[src/rtl/adc_cmd_pkg.sv]
package adc_cmd_pkg;
  localparam int RNG_W = 3;

  typedef enum logic [1:0] {
    ST_HUNT = 2'd0,
    ST_CMD  = 2'd1,
    ST_DATA = 2'd2
  } frame_st_e;

  typedef struct packed {
    logic             diff;
    logic [RNG_W-1:0] rng;
  } ch_cfg_t;

  localparam int      CFG_W       = $bits(ch_cfg_t);
  localparam ch_cfg_t CFG_DEFAULT = '{diff: 1'b0, rng: {RNG_W{1'b1}}};
endpackage

[src/rtl/adc_in_sync.sv]
module adc_in_sync #(
  parameter int           W       = 3,
  parameter int           STAGES  = 2,
  parameter logic [W-1:0] RST_VAL = '0
) (
  input  logic         clk,
  input  logic         rst,
  input  logic [W-1:0] d_i,
  output logic [W-1:0] q_o
);
  logic [W-1:0] chain_q [STAGES];

  always_ff @(posedge clk) begin
    if (rst) chain_q[0] <= RST_VAL;
    else     chain_q[0] <= d_i;
  end

  for (genvar g = 1; g < STAGES; g++) begin : g_stage
    always_ff @(posedge clk) begin
      if (rst) chain_q[g] <= RST_VAL;
      else     chain_q[g] <= chain_q[g-1];
    end
  end

  assign q_o = chain_q[STAGES-1];
endmodule

[src/rtl/adc_cfg_table.sv]
module adc_cfg_table
  import adc_cmd_pkg::*;
#(
  parameter int NUM_CH = 8,
  parameter int CH_W   = $clog2(NUM_CH)
) (
  input  logic            clk,
  input  logic            rst,
  input  logic            wr_en_i,
  input  logic [CH_W-1:0] wr_ch_i,
  input  ch_cfg_t         wr_cfg_i,
  input  logic [CH_W-1:0] rd_a_ch_i,
  output ch_cfg_t         rd_a_cfg_o,
  input  logic [CH_W-1:0] rd_b_ch_i,
  output ch_cfg_t         rd_b_cfg_o
);
  ch_cfg_t [NUM_CH-1:0] mem_q;

  always_ff @(posedge clk) begin
    if (rst) begin
      for (int i = 0; i < NUM_CH; i++) mem_q[i] <= CFG_DEFAULT;
    end else if (wr_en_i) begin
      mem_q[wr_ch_i] <= wr_cfg_i;
    end
  end

  assign rd_a_cfg_o = mem_q[rd_a_ch_i];
  assign rd_b_cfg_o = mem_q[rd_b_ch_i];

  // a write lands in the addressed entry
  p_write_lands_r3: assert property (@(posedge clk) disable iff (rst)
    wr_en_i |=> mem_q[$past(wr_ch_i)] == $past(wr_cfg_i));

  // with no write strobe the table holds
  p_table_holds_r8: assert property (@(posedge clk) disable iff (rst)
    !wr_en_i |=> $stable(mem_q));
endmodule

[src/rtl/adc_frame_ctrl.sv]
module adc_frame_ctrl
  import adc_cmd_pkg::*;
#(
  parameter int NUM_CH   = 8,
  parameter int SAMPLE_W = 16,
  parameter int CH_W     = $clog2(NUM_CH)
) (
  input  logic                clk,
  input  logic                rst,
  input  logic                cs_s,
  input  logic                sclk_s,
  input  logic                din_s,
  input  logic [SAMPLE_W-1:0] sample_i,
  output logic [CH_W-1:0]     rd_a_ch_o,
  output logic [CH_W-1:0]     rd_b_ch_o,
  input  ch_cfg_t             rd_a_cfg_i,
  input  ch_cfg_t             rd_b_cfg_i,
  output logic                wr_en_o,
  output logic [CH_W-1:0]     wr_ch_o,
  output ch_cfg_t             wr_cfg_o,
  output logic                conv_o,
  output logic [CH_W-1:0]     sel_ch_o,
  output ch_cfg_t             sel_cfg_o,
  output logic                dout_o,
  output logic                dout_oe_o
);
  localparam int PAY_W     = CH_W + CFG_W;
  localparam int FRAME_LEN = 2 * (PAY_W + 1) + SAMPLE_W;
  localparam int LOAD_AT   = FRAME_LEN - SAMPLE_W;
  localparam int CNT_W     = $clog2(FRAME_LEN + 1);

  frame_st_e           st_q;
  logic [CNT_W-1:0]    cnt_q;
  logic [PAY_W-1:0]    pay_q;
  logic [SAMPLE_W-1:0] sh_q;
  logic                sclk_d;
  logic                sclk_rise, sclk_fall;
  logic [PAY_W-1:0]    nxt;
  logic [CH_W-1:0]     nxt_ch, nxt_even;
  ch_cfg_t             nxt_cfg;
  logic                nxt_is_conv;

  assign sclk_rise   = sclk_s & ~sclk_d;
  assign sclk_fall   = ~sclk_s & sclk_d;
  assign nxt         = {pay_q[PAY_W-2:0], din_s};
  assign nxt_ch      = nxt[PAY_W-1 -: CH_W];
  assign nxt_even    = nxt_ch & ~CH_W'(1);
  assign nxt_cfg     = ch_cfg_t'(nxt[CFG_W-1:0]);
  assign nxt_is_conv = (nxt[CFG_W-1:0] == '0);
  assign rd_a_ch_o   = nxt_ch;
  assign rd_b_ch_o   = nxt_even;
  assign dout_o      = sh_q[SAMPLE_W-1];

  always_ff @(posedge clk) begin
    if (rst) begin
      st_q      <= ST_HUNT;
      cnt_q     <= '0;
      pay_q     <= '0;
      sh_q      <= '0;
      sclk_d    <= 1'b0;
      dout_oe_o <= 1'b0;
      conv_o    <= 1'b0;
      wr_en_o   <= 1'b0;
      wr_ch_o   <= '0;
      wr_cfg_o  <= CFG_DEFAULT;
      sel_ch_o  <= '0;
      sel_cfg_o <= '0;
    end else begin
      sclk_d    <= sclk_s;
      dout_oe_o <= ~cs_s;
      conv_o    <= 1'b0;
      wr_en_o   <= 1'b0;
      if (cs_s) begin
        st_q  <= ST_HUNT;
        cnt_q <= '0;
        pay_q <= '0;
        sh_q  <= '0;
      end else begin
        if (sclk_rise) begin
          unique case (st_q)
            ST_HUNT: if (din_s) begin
              st_q  <= ST_CMD;
              cnt_q <= CNT_W'(1);
              pay_q <= '0;
            end
            ST_CMD: begin
              pay_q <= nxt;
              cnt_q <= cnt_q + 1'b1;
              if (cnt_q == CNT_W'(PAY_W)) begin
                if (nxt_is_conv) begin
                  st_q   <= ST_DATA;
                  conv_o <= 1'b1;
                  if (rd_b_cfg_i.diff) begin
                    sel_ch_o  <= nxt_even;
                    sel_cfg_o <= rd_b_cfg_i;
                  end else begin
                    sel_ch_o  <= nxt_ch;
                    sel_cfg_o <= rd_a_cfg_i;
                  end
                end else begin
                  st_q     <= ST_HUNT;
                  cnt_q    <= '0;
                  wr_en_o  <= 1'b1;
                  wr_ch_o  <= nxt_ch;
                  wr_cfg_o <= nxt_cfg;
                end
              end
            end
            ST_DATA: begin
              if (cnt_q == CNT_W'(FRAME_LEN - 1)) begin
                st_q  <= ST_HUNT;
                cnt_q <= '0;
              end else begin
                cnt_q <= cnt_q + 1'b1;
              end
            end
            default: st_q <= ST_HUNT;
          endcase
        end
        if (sclk_fall) begin
          if (st_q == ST_DATA && cnt_q == CNT_W'(LOAD_AT))
            sh_q <= sample_i;
          else if (st_q == ST_DATA && cnt_q > CNT_W'(LOAD_AT))
            sh_q <= sh_q << 1;
          else
            sh_q <= '0;
        end
      end
    end
  end

  // output driver turns off after chip select goes high
  p_oe_off_when_deselected_r5: assert property (@(posedge clk) disable iff (rst)
    cs_s |=> !dout_oe_o);

  // serial output moves only after a falling serial clock edge
  p_dout_moves_on_fall_r4: assert property (@(posedge clk) disable iff (rst)
    (!sclk_fall && !cs_s) |=> $stable(dout_o));

  // nothing is decoded while deselected
  p_no_decode_when_deselected_r8: assert property (@(posedge clk) disable iff (rst)
    cs_s |=> (!wr_en_o && !conv_o));

  // a command is either a write or a conversion, never both
  p_cmd_exclusive_r3: assert property (@(posedge clk) disable iff (rst)
    $onehot0({wr_en_o, conv_o}));

  // bit counter stays within one frame
  p_cnt_bounded_r10: assert property (@(posedge clk) disable iff (rst)
    cnt_q <= CNT_W'(FRAME_LEN));
endmodule

[src/rtl/adc_cmd_port.sv]
module adc_cmd_port
  import adc_cmd_pkg::*;
#(
  parameter  int NUM_CH      = 8,
  parameter  int SAMPLE_W    = 16,
  parameter  int SYNC_STAGES = 2,
  localparam int CH_W        = $clog2(NUM_CH)
) (
  input  logic                clk,
  input  logic                rst,
  input  logic                cs_n_i,
  input  logic                sclk_i,
  input  logic                din_i,
  input  logic [SAMPLE_W-1:0] sample_i,
  output logic                dout_o,
  output logic                dout_oe_o,
  output logic                sstrb_o,
  output logic                conv_o,
  output logic [CH_W-1:0]     sel_ch_o,
  output logic                sel_diff_o,
  output logic [RNG_W-1:0]    sel_range_o
);
  logic [2:0]      pins_s;
  logic            wr_en;
  logic [CH_W-1:0] wr_ch, rd_a_ch, rd_b_ch;
  ch_cfg_t         wr_cfg, rd_a_cfg, rd_b_cfg, sel_cfg;

  adc_in_sync #(.W(3), .STAGES(SYNC_STAGES), .RST_VAL(3'b100)) sync_i (
    .clk (clk),
    .rst (rst),
    .d_i ({cs_n_i, sclk_i, din_i}),
    .q_o (pins_s)
  );

  adc_cfg_table #(.NUM_CH(NUM_CH), .CH_W(CH_W)) table_i (
    .clk        (clk),
    .rst        (rst),
    .wr_en_i    (wr_en),
    .wr_ch_i    (wr_ch),
    .wr_cfg_i   (wr_cfg),
    .rd_a_ch_i  (rd_a_ch),
    .rd_a_cfg_o (rd_a_cfg),
    .rd_b_ch_i  (rd_b_ch),
    .rd_b_cfg_o (rd_b_cfg)
  );

  adc_frame_ctrl #(.NUM_CH(NUM_CH), .SAMPLE_W(SAMPLE_W), .CH_W(CH_W)) ctrl_i (
    .clk        (clk),
    .rst        (rst),
    .cs_s       (pins_s[2]),
    .sclk_s     (pins_s[1]),
    .din_s      (pins_s[0]),
    .sample_i   (sample_i),
    .rd_a_ch_o  (rd_a_ch),
    .rd_b_ch_o  (rd_b_ch),
    .rd_a_cfg_i (rd_a_cfg),
    .rd_b_cfg_i (rd_b_cfg),
    .wr_en_o    (wr_en),
    .wr_ch_o    (wr_ch),
    .wr_cfg_o   (wr_cfg),
    .conv_o     (conv_o),
    .sel_ch_o   (sel_ch_o),
    .sel_cfg_o  (sel_cfg),
    .dout_o     (dout_o),
    .dout_oe_o  (dout_oe_o)
  );

  assign sel_diff_o  = sel_cfg.diff;
  assign sel_range_o = sel_cfg.rng;
  assign sstrb_o     = 1'b0;
endmodule

[config.mk]
export PLATFORM = sky130hd
export DESIGN_NAME = adc_cmd_port
export DESIGN_NICKNAME = d
export VERILOG_FILES = /design/src/rtl/adc_cmd_pkg.sv /design/src/rtl/adc_in_sync.sv /design/src/rtl/adc_cfg_table.sv /design/src/rtl/adc_frame_ctrl.sv /design/src/rtl/adc_cmd_port.sv
export SDC_FILE = /design/constraint.sdc
export NUM_CORES = 1
export LEC_CHECK = 0
export ABC_AREA = 1
export BUFFER_PORTS_ARGS = -buffer_cell sky130_fd_sc_hd__buf_2
export CAP_MARGIN = 20
export CORE_MARGIN = 2
export CORE_UTILIZATION = 47
export DETAILED_ROUTE_END_ITERATION = 7
export PLACE_DENSITY_LB_ADDON = 0.12
export SYNTH_ARGS = -nofsm -noshare
export SYNTH_HDL_FRONTEND = slang
export SYNTH_SLANG_ARGS = --single-unit
[constraint.sdc]
create_clock -name clk -period 4.6 [get_ports clk]
set_input_delay 0.92 -clock clk [delete_from_list [all_inputs] [get_ports clk]]
set_output_delay 0.92 -clock clk [all_outputs]
set_load 0.03 [all_outputs]
# Yosys cells after proc, flatten, opt, wreduce, memory -nomap -nowiden
# Memory sizes are Yosys's and may differ from the RTL's.
# Cells that the tools add are included.
[word_totals] ram_bits=6 ff_bits=80 out_inout_bits=11 wordCells=100 memories=1 input_bits=21
[classes] eq_ne=8 n_mux=30 order_cmp=5 reduce_logical=14 addsub=1 n_bitwise=11
[mem_list] name="sync_i.chain_q" words=2 width=3 rd=2 rd_ports_with_merged_regs=0 wr=2 line="adc_in_sync.sv:11" text="logic [W-1:0] chain_q [STAGES];"
[ops] op="32-bit bitwise mux" count=1
[ops] op="16-bit 2-to-1 mux" count=2
[ops] op="6-bit 2-to-1 mux" count=5
[ops] op="6-bit case mux with 3 select lines" count=1
[ops] op="4-bit 2-to-1 mux" count=4
[ops] op="4-bit binary-select mux with 3-bit select" count=1
[ops] op="4-bit demux with 3-bit select" count=1
[ops] op="6-bit by 5-bit equality test with 1-bit output (second input constant)" count=2
[ops] op="3-bit by 4-bit less-than comparator with 1-bit output (second input constant)" count=3
[ops] op="6-bit case mux with 2 select lines" count=1
[ops] op="5-bit AND reduction" count=2
[ops] op="4-bit binary-select mux with 2-bit select" count=1
[ops] op="2-bit 2-to-1 mux" count=4
[ops] op="1-bit inverter" count=7
[ops] op="6-bit by 1-bit adder with 6-bit output (second input constant)" count=1
[ops] op="6-bit by 3-bit equality test with 1-bit output (second input constant)" count=1
[ops] op="6-bit by 5-bit greater-than comparator with 1-bit output (second input constant)" count=1
[ops] op="1-bit 2-to-1 mux" count=6
[ops] op="3-bit 2-to-1 mux" count=2
[ops] op="2-bit case mux with 3 select lines" count=1
[ops] op="3-bit AND reduction" count=2
[ops] op="5-bit OR reduction" count=1
[ops] op="4-bit logical NOT" count=1
[ops] op="2-bit by 1-bit != test with 1-bit output (second input constant)" count=2
[ops] op="12 further kinds" count=16

# Depth between registers and ports, before layout
[logic_depth] ltp_word=5 depth_mapped=10 depth_no_buf=10

# Hierarchy
# From an unflattened synthesis, not the netlist that was laid out.
[hier_totals] hier_cells=689 hier_area_um2=4540.6
[modules_own_cells] module="adc_frame_ctrl" instances=1 cells_each=328 area_each_um2=2432.3 seq_area_each_um2=960.9
[modules_own_cells] module="adc_cfg_table" instances=1 cells_each=340 area_each_um2=1928.1 seq_area_each_um2=640.6
[modules_own_cells] module="adc_in_sync" instances=1 cells_each=19 area_each_um2=168.9 seq_area_each_um2=120.1
[modules_own_cells] module="adc_cmd_port" instances=1 cells_each=2 area_each_um2=11.3 seq_area_each_um2=0.0

# Worst setup path before layout
# No wires, ideal clock.
[synth_timing] path_kind="input port to flip-flop" from="input port rst" to="register ctrl_i.sh_q[14]" setup_slack_ns=2.776 path_stages=7 n_path_buf=2 setup_ns=0.109 required_time_ns=4.491 arrival_ns=1.715 cell_sequence="buf_2 -> nor2_4 -> inv_1 -> clkbuf_1 -> nor2_1 -> nand2_1 -> inv_1"
[synth_via] elab_chain_cells=1
[synth_lines] item="start: declaration" line="adc_cmd_port.sv:10" text="input logic rst,"
[synth_lines] item="2-bit OR reduction (no source line)"
[synth_lines] item="end signal: assignment" line="adc_frame_ctrl.sv:122" text="sh_q <= sample_i;"
[synth_lines] item="end signal: assignment" line="adc_frame_ctrl.sv:124" text="sh_q <= sh_q << 1;"
[synth_lines] item="end: declaration" line="adc_frame_ctrl.sv:35" text="logic [SAMPLE_W-1:0] sh_q;"
# No other way between the ends.
# A chain may end at the register's enable or synchronous reset.

# Final worst setup path
[layout_timing] from="register ctrl_i.pay_q[4]" to="register ctrl_i.sel_cfg_o[0] in the netlist's numbering"
[layout_via] elab_chain_cells=3 elab_cells_between_ends=5 classes_between="mux: 5"
[layout_lines] item="start: declaration" line="adc_frame_ctrl.sv:34" text="logic [PAY_W-1:0] pay_q;"
[layout_lines] item="start signal: assignment" line="adc_frame_ctrl.sv:87" text="pay_q <= nxt;"
[layout_lines] item="4-bit binary-select mux with 3-bit select or 4-bit binary-select mux with 2-bit select (tied branches)" line="adc_cfg_table.sv:27, adc_cfg_table.sv:28"
[layout_lines] item="4-bit 2-to-1 mux, on equally long branches" line="adc_cfg_table.sv:27, adc_cfg_table.sv:28"
[layout_lines] item="4-bit 2-to-1 mux (*)" line="adc_frame_ctrl.sv:93" text="if (rd_b_cfg_i.diff) begin"
[layout_lines] item="end signal: assignment" line="adc_frame_ctrl.sv:95" text="sel_cfg_o <= rd_b_cfg_i;"
[layout_lines] item="end signal: assignment" line="adc_frame_ctrl.sv:98" text="sel_cfg_o <= rd_a_cfg_i;"
[layout_lines] item="end: declaration" line="adc_frame_ctrl.sv:23" text="output ch_cfg_t sel_cfg_o,"
# Every way passes the cells marked *; elsewhere a longest branch is shown, timed or not. The select of a mux whose other input is x is not followed.

==> reports/metrics.csv <==
metric,value,unit
outcome,"finished, final reports clean",
fin_crit_sh,0.489,
die_y,96.3,um
clock_skew,0.0175,ns
place_hpwl,6.12,mm
die_width,96.3,um
clock_path_buffers,2,
synth_area,4000,um^2
path_buf_inv,1,
nets,642,
synth_most_common_cell,nand2_1,
antenna_found_initial,0,
routed_via_density,4.92,
path_cells,inv_1 -> nand2_1 -> nand3_1 -> nand2_1 -> nand2_1 -> a21oi_1 -> nor2_1 -> nor2_1,
h-tree-depth,3,
post_cts_buffers,0,
grt_first_pass_wirelength,15.0,mm
drtIter0Drc,100,
ctsHoldBuffers,0,
cts_buffers,9,
r2r-start,ctrl_i.pay_q[4]$_SDFFE_PP0P_,
synth_area_leader_cell,dfxtp_1,
ys_top_cells_by_count,"166 x nand2_1, 87 x nor2_1, 86 x dfxtp_1",
maxCapViolCount,0,
ir_worst_vdd,0.143,mV
hold_start,sync_i.chain_q[0][0]$_SDFF_PP0_,
grt_overflow_total,0,
fmax,444,MHz
max-slew-margin-rel,0.416,
vias,3567,
stdcell_area,4440,um^2
grt_usage,0.206,
ant_nets,0,
io_buffers,30,
p_per_area,309,nW/um^2
max_stage_delay,0.89,ns
dr_wl_met3,191,um
rr_endpoint,ctrl_i.sel_cfg_o[0]$_SDFFE_PP0P_,
synth.area.top_cells,"dfxtp_1 43%, nand2_1 16%, nand3_1 8.5%, nor2_1 8.2%, inv_1 6.5%",
clk_latency,0.35,ns
num_antenna_cells,0,
gp_congestion,0.840,
hold_path.class,reg2reg,
crit_end,ctrl_i.sel_cfg_o[0]$_SDFFE_PP0P_,
worst-slew-pin-transition,0.875,ns
reg2regPathDepth,8,
synthesis.nets,622,
cts_root_buffer,clkbuf_8,
cpMostUsedCell,nand2_1,
crit_fanout,25,
post_drt_wl_per_cell,11.9,um
yosys_warnings,0,
path_class,reg2reg,
layout-drive-gt1-share,0.103,
ys_seq_area_frac,0.430,
wl_met1,4.02,mm
tns,0,ns
wl_met2,4.23,mm
ios,32,
p_leak,2.06,nW
finalSetupViolCount,0,
crit_family,flip-flops,
cts_tree,done,
clk_pin_slew_worst_paths,0.08,ns
cp_slowest_cell,dfxtp_1,
min_period,2.25,ns
required,4.89,ns
grt_start_max_net_pins,33,
final_hold_viol_count,0,
fillCellCount,844,
ys_async_sr_fraction,0,
cp.depth,8,
grt_setup_unrepaired,false,
placed_area,4210,um^2
synth_ff_type,dfxtp_1,
row_count,33,
dr.pass1.iters,4,
highest_layer,met4,
synth.top_cell.area_share,0.430,
cts_resized,0,
postSynthAreaPerCell,6.73,um^2
grt_pass1_vias,3374,
clkSinkCount,86,
synth-edff-count,0,
r2r_setup_slack,2.35,ns
dieArea,9270,um^2
cp-start-kind,flop,
yosys_register_bits,86,
initial_core_util,0.487,
crit_start,ctrl_i.pay_q[4]$_SDFFE_PP0P_,
end_kind,flop,
crit_arrival,2.54,ns
drc,0,
ys_types,28,
drt_wl_total,8.59,mm
area_delta_synth_final,11.0,%
netlist_instances,595,
coreArea,8220,um^2
final_max_slew_viol_count,0,
==> stage by stage <==
step	std cells	total power (W)	utilization	setup WS (ns)	hold slack (ns)
finish	725	0.00137	0.541	2.35	0.412
global route	725	0.00142	0.541	2.08	0.428
detailed placement	708	0.000803	0.512	2.39	0.402
floorplan	595	0.000789	-	2.78	0.388
CTS	724	0.00139	0.539	2.37	0.413
global placement	707	0.000800	0.508	1.93	0.402
==> routing by layer <==
metal  global-route usage  vias up
li1                     -     1899
met1                0.249     1612
met2                0.369       44
met3               0.0345       12
met4               0.0669        0
met5                    0        -
==> flip-flops by register name (all words and copies together) (netlist names) <==
| register | cells |
|---|---|
| ctrl_i.pay_q | 6 |
| ctrl_i.sclk_d | 1 |
| ctrl_i.sh_q | 16 |
| ctrl_i.wr_en_o | 1 |
| ctrl_i.conv_o | 1 |
| ctrl_i.dout_oe_o | 1 |
| ctrl_i.wr_ch_o | 3 |
| ctrl_i.cnt_q | 6 |
| table_i.mem_q | 32 |
| ctrl_i.sel_ch_o | 3 |
| ctrl_i.st_q | 2 |
| sync_i.chain_q | 6 |
| ctrl_i.sel_cfg_o | 4 |
| ctrl_i.wr_cfg_o | 4 |
==> final cells by class <==
| class | count | area [um^2] | share of cell area |
|---|---|---|---|
| multi-input combinational | 414 | 1900 | 0.428 |
| sequential | 86 | 1720 | 0.387 |
| inverter | 72 | 270 | 0.0608 |
| timing repair buffer | 32 | 193 | 0.0434 |
| clock buffer | 11 | 141 | 0.0318 |
| tap | 105 | 131 | 0.0296 |
| clock inverter | 5 | 82.6 | 0.0186 |
==> where the power goes <==
| part | total, W | switching, W | internal (W) |
|---|---|---|---|
| logic | 0.0000373 | 0.0000226 | 0.0000147 |
| clock network | 0.000587 | 0.000265 | 0.000322 |
| registers | 0.000749 | 0.00000197 | 0.000747 |
| total | 0.00137 | 0.000290 | 0.00108 |
==> how the worst min path moves through the flow <==
stage	to	slack, ns	cells after the start
2_1_floorplan	sync_i.chain_q[1][0]$_SDFF_PP0_	0.39	2
3_3_place_gp	sync_i.chain_q[1][0]$_SDFF_PP0_	0.40	2
3_5_place_dp	sync_i.chain_q[1][0]$_SDFF_PP0_	0.40	2
4_1_cts	sync_i.chain_q[1][0]$_SDFF_PP0_	0.41	2
5_1_grt	sync_i.chain_q[1][0]$_SDFF_PP0_	0.43	2
6_report	sync_i.chain_q[1][0]$_SDFF_PP0_	0.41	2
==> cells by family (layout without fill, tap and decap cells) <==
| family | after synthesis | count (layout) | synth area share |
|---|---|---|---|
| buffers and inverters | 95 | 120 | 0.0950 |
| flip-flops | 86 | 86 | 0.430 |
| adder cells (fa/ha/maj) | 6 | 6 | 0.0187 |
| AND/OR/NAND/NOR | 337 | 337 | 0.359 |
| AO/OA/AOI/OAI | 70 | 70 | 0.0959 |
| other | 1 | 1 | 0.000937 |
==> tightest hold or removal path, cell delays in order, from the launching register on <==
cell and delay (ns):
dfxtp_1 0.30, inv_1 0.04, nor2_1 0.03
==> layout by cell type, fill, tap and decap left out, drive strengths merged <==
cell	count
nand2	168
nand3	70
clkinv	4
buf	32
conb	1
ha	6
o21ai	32
nor2	94
o211ai	10
inv	71
or2	2
clkbuf	11
o21bai	2
a21oi	26
bufinv	2
nand4	3
dfxtp	86
(Power assumes the default switching activity.)
